<file path="src/rtl/pstc_pkg.sv">
package pstc_pkg;

    // System state codes; the values are visible on the sys_state port.
    typedef enum logic [2:0] {
        PS_ON     = 3'd0,
        PS_V1OFF  = 3'd1,
        PS_V2OFF  = 3'd2,
        PS_V4OFF  = 3'd3,
        PS_ALLOFF = 3'd4,
        PS_UNDEF  = 3'd7
    } psys_e;

    // Error cause codes.
    typedef enum logic [1:0] {
        CZ_NONE     = 2'd0,
        CZ_UNDEF    = 2'd1,
        CZ_FORBID   = 2'd2,
        CZ_UNLISTED = 2'd3
    } pcause_e;

    localparam logic [1:0] CORE_NOM   = 2'd1;
    localparam logic [1:0] CORE_TURBO = 2'd2;

    typedef struct packed {
        psys_e src;
        psys_e dst;
    } edge_s;

    localparam int NUM_LEGAL  = 10;
    localparam int NUM_FORBID = 2;

    // Permitted moves; the position in this list is the counter index.
    localparam edge_s LEGAL_EDGES [NUM_LEGAL] = '{
        '{PS_ON,     PS_V1OFF},
        '{PS_ON,     PS_V2OFF},
        '{PS_V1OFF,  PS_ON},
        '{PS_V1OFF,  PS_V2OFF},
        '{PS_V1OFF,  PS_V4OFF},
        '{PS_V2OFF,  PS_ON},
        '{PS_V2OFF,  PS_V1OFF},
        '{PS_V4OFF,  PS_V1OFF},
        '{PS_V4OFF,  PS_ALLOFF},
        '{PS_ALLOFF, PS_V4OFF}
    };

    // Moves that are named as forbidden.
    localparam edge_s FORBID_EDGES [NUM_FORBID] = '{
        '{PS_ALLOFF, PS_ON},
        '{PS_ON,     PS_ALLOFF}
    };

endpackage

</file>
<file path="src/rtl/pstc_edge_rules.sv">
module pstc_edge_rules
    import pstc_pkg::*;
(
    input  psys_e                 src_i,
    input  psys_e                 dst_i,
    output logic [NUM_LEGAL-1:0]  legal_hit_o,
    output logic                  forbid_o
);

    logic [NUM_FORBID-1:0] forbid_hit;

    for (genvar gi = 0; gi < NUM_LEGAL; gi++) begin : g_legal
        assign legal_hit_o[gi] = (src_i == LEGAL_EDGES[gi].src) &&
                                 (dst_i == LEGAL_EDGES[gi].dst);
    end

    for (genvar gf = 0; gf < NUM_FORBID; gf++) begin : g_forbid
        assign forbid_hit[gf] = (src_i == FORBID_EDGES[gf].src) &&
                                (dst_i == FORBID_EDGES[gf].dst);
    end

    assign forbid_o = |forbid_hit;

endmodule

</file>
<file path="config.mk">
export PLATFORM = sky130hd
export DESIGN_NAME = pstc_edge_rules
export DESIGN_NICKNAME = d
export VERILOG_FILES = /design/src/rtl/pstc_pkg.sv /design/src/rtl/pstc_edge_rules.sv
export SDC_FILE = /design/constraint.sdc
export NUM_CORES = 1
export LEC_CHECK = 0
export BUFFER_PORTS_ARGS = -buffer_cell sky130_fd_sc_hd__buf_2
export CAP_MARGIN = 20
export CORE_AREA = 2 2 39 41
export DETAILED_ROUTE_END_ITERATION = 10
export DIE_AREA = 0 0 41 43
export SYNTH_ARGS = -nofsm -noshare
export SYNTH_HDL_FRONTEND = slang
export SYNTH_SLANG_ARGS = --single-unit
</file>
<file path="constraint.sdc">
create_clock -name vclk -period 1.21
set_clock_uncertainty 0.1 [all_clocks]
set_input_delay 0.242 -clock vclk [all_inputs]
set_output_delay 0.242 -clock vclk [all_outputs]
set_load 0.02 [all_outputs]
</file>
# Yosys cells after proc, flatten, opt, wreduce, memory -nomap -nowiden

Cells that the tools add are included.
Widths: inputs -> output; s select.

Eq/ne operators: 8
Reduce and logical (&&, ||, !) cells: 15
Order comparisons: 0
Multiply operators: 0
Bitwise operators: 0
Div/mod/pow operators: 0
Multiplexer cells: 0
Add/sub/neg operators: 0
Shift operators: 0

Operators by type and width:

| operator           | count |
|---|---|
| $eq 3x2->1 const B | 4 |
| $logic_and 1x1->1  | 12 |
| $eq 3x1->1 const B | 2 |
| $eq 3x3->1 const B | 2 |
| $logic_not 3->1    | 2 |
| $reduce_or 2->1    | 1 |

Logic and storage cells: 23
Memory bits (writable): 0
Bits in read-only memories: 0
Input port bits: 6
Output and inout bits: 11
Bits in latches: 0
Memories: 0
Flip-flop bits (word level): 0

# Depth between registers and ports, before layout

Word-level depth: 3
Gate-level depth with buffers: 2
Gate-level depth less buffers: 2

# Least setup slack after synthesis

Ideal clock, no wire load.

Kind: input-to-output
Start: in src_i[2]
End: out legal_hit_o[5]
Path slack: -0.381 ns
Stages: 2
Buffers on the path: 0
Arrival time: 1.249 ns
Cells stage by stage: or4b_1 nor3_1

Cells in the longest elaborated chain, start to end: 2

RTL lines:

| element           | RTL line              | RTL |
|---|---|---|
| from (decl)       | pstc_edge_rules.sv:4  | `input psys_e src_i,` |
| $eq 3x2->1        | pstc_edge_rules.sv:13 | `assign legal_hit_o[gi] = (src_i == LEGAL_EDGES[gi].src) &&` |
| $logic_and 1x1->1 | pstc_edge_rules.sv:13 |  |
| to (decl)         | pstc_edge_rules.sv:6  | `output logic [NUM_LEGAL-1:0] legal_hit_o,` |

No other way between the ends.

# Worst setup path in the final report

Start: in dst_i[0]
End: out legal_hit_o[1]

Cells in the longest elaborated chain, start to end: 2

RTL lines:

| element           | RTL line              | RTL |
|---|---|---|
| from (decl)       | pstc_edge_rules.sv:5  | `input psys_e dst_i,` |
| $eq 3x2->1        | pstc_edge_rules.sv:14 | `(dst_i == LEGAL_EDGES[gi].dst);` |
| $logic_and 1x1->1 | pstc_edge_rules.sv:13 |  |

No other way between the ends.

==> flow_metrics.env <==
export IMPL_num_fill_cells=134
export IMPL_portBuffers=17
export IMPL_multiInputGateArea_um2=289
export IMPL_grt_setup_unrepaired="yes"
export IMPL_critPathRequiredTime_ns=0.87
export IMPL_crit_path_cell_trace="buf_8 > or4b_4 > nor3_4 > buf_6"
export IMPL_finalNetCount=60
export IMPL_synth_top_cell_by_area="nand2b_1"
export IMPL_routed_wl_um=808
export IMPL_grt_use_total=0.108
export IMPL_routed_via_count=295
export IMPL_drc=0
export IMPL_path_delay_family="simple AND/OR/NAND/NOR gates"
export IMPL_viasPerCell=4.34
export IMPL_dr_first_iter_drc_count=0
export IMPL_period_share=1.27
export IMPL_grt_pass1_vias=286
export IMPL_violations="setup timing"
export IMPL_gp_congestion=0.828
export IMPL_crit_arrival_ns=1.19
export IMPL_outcome="finished, violations left"
export IMPL_first_pass_iters=1
export IMPL_worstSetupEndpointType="output port"
export IMPL_grt_pass1_wl_mm=1.36
export IMPL_slew_violations=0
export IMPL_drive_gt1_frac=1.00
export IMPL_ys_top_cells_by_area="nand2b_1, nor4_1, nor3_1"
export IMPL_slowest_stage="or4b_4"
export IMPL_dp_slack_ns=-0.377
export IMPL_cp_max_fo=3
export IMPL_syn_num_nets=27
export IMPL_grt_max_degree=7
export IMPL_setup_viol=11
export IMPL_powerDensity_nw_per_um2=264
export IMPL_ys_types=9
export IMPL_antenna_found_initial=0
export IMPL_synth_top_cell_area_share=0.202
export IMPL_diodes=0
export IMPL_ant_nets=0
export IMPL_worst_path_buf_inv=2
export IMPL_cp_start_kind="primary input"
export IMPL_dp_hpwl_um=620
export IMPL_row_count=14
export IMPL_regArea_um2=0
export IMPL_leakagePower_nw=0.262
export IMPL_whs_ns=0.712
export IMPL_cpPeakStageDelay_ns=0.57
export IMPL_seq_cell_count=0
export IMPL_die_y_um=43
export IMPL_nClkBuffers=0
export IMPL_finalNonFillerCells=68
export IMPL_finalHoldViolations=0
export IMPL_maxCapViolations=0
export IMPL_yosysWarnings=0
export IMPL_synth_area_per_cell_um2=5.90
export IMPL_die_area_um2=1760
export IMPL_mostFrequentLayoutCells="buf_4, buf_6, nand2b_4, buf_8"
export IMPL_peakVddDrop_mv=0.111
export IMPL_initial_core_util=0.0895
export IMPL_hold_path_class="in -> out"
export IMPL_io_pins=17
export IMPL_fmax_mhz=653
export IMPL_tightest_slew_ns=0.196
export IMPL_dpl_instance_area_um2=404
export IMPL_wl_per_cell_um=11.9
export IMPL_synth_area_um2=124
export IMPL_fin_ws_ns=-0.322
export IMPL_fin_crit_ns=1.53
export IMPL_dp_cells=62
export IMPL_worst_setup_path_type="in -> out"
export IMPL_coreArea_um2=1380
export IMPL_setup_tns_ns=-2.31
export IMPL_max_slew_margin=0.868
export IMPL_fp_dieW_um=41
export IMPL_stdcell_area_um2=618
export IMPL_gr_total_overflow=0
export IMPL_seq_area_frac_synth=0
export IMPL_synthCells=21
export IMPL_area_delta_synth_final_pct=399
==> routing by layer <==
layer	track usage	part of all wire	vias to the layer above	wire length, um
met5	0	0	-	0
met4	0	0	0	0
met3	0.0157	0.067	0	54
met2	0.169	0.54	10	439
met1	0.163	0.39	138	314
li1	-	-	147	-
==> cell families (layout without fill, tap and decap cells) <==
kind of cell    Yosys count  in the layout  share of synthesized area
compound gates            1              1                     0.0404
buf+inv                   0             31                          0
simple gates             20             20                      0.960
==> area by class of cell <==
| class | instances | share of cell area |
|---|---|---|
| multi-input combinational | 21 | 0.468 |
| tap | 16 | 0.0324 |
| timing repair buffer | 31 | 0.500 |
==> stage by stage <==
step | total power, mW | util
5_1_grt | 0.173 | 0.447
2_1_floorplan | 0.0416 | -
6_report | 0.163 | 0.447
3_3_place_gp | 0.100 | 0.292
3_5_place_dp | 0.100 | 0.292
4_1_cts | 0.145 | 0.406
==> power by group <==
part	internal, mW	switching (mW)	leakage, nW	total [mW]
clock network	0	0	0	0
registers	0	0	0	0
logic	0.0889	0.0740	0.262	0.163
total	0.0889	0.0740	0.262	0.163
==> what timing repair did <==
action                     in CTS  in global routing
gates resized for setup        36                  9
hold endpoints to repair        0                  0
setup buffers                   4                  3
pin swaps                      11                  6
hold buffers                    0                  0
gates cloned                    0                  0
setup endpoints to repair      11                 11
==> synth_stat cells, drive strengths merged <==
library cell / count
nand2b: 4
nor3: 4
nor4: 4
nand2: 2
nor2: 2
or4b: 2
a21oi: 1
or2: 1
or4: 1
==> path summary, 6_finish.rpt <==
path        endpoint  depth (start not counted)  startpoint
max   legal_hit_o[1]                          4    dst_i[0]
min   legal_hit_o[2]                          3    dst_i[1]
No activity file was read; power rests on OpenSTA's default activity.
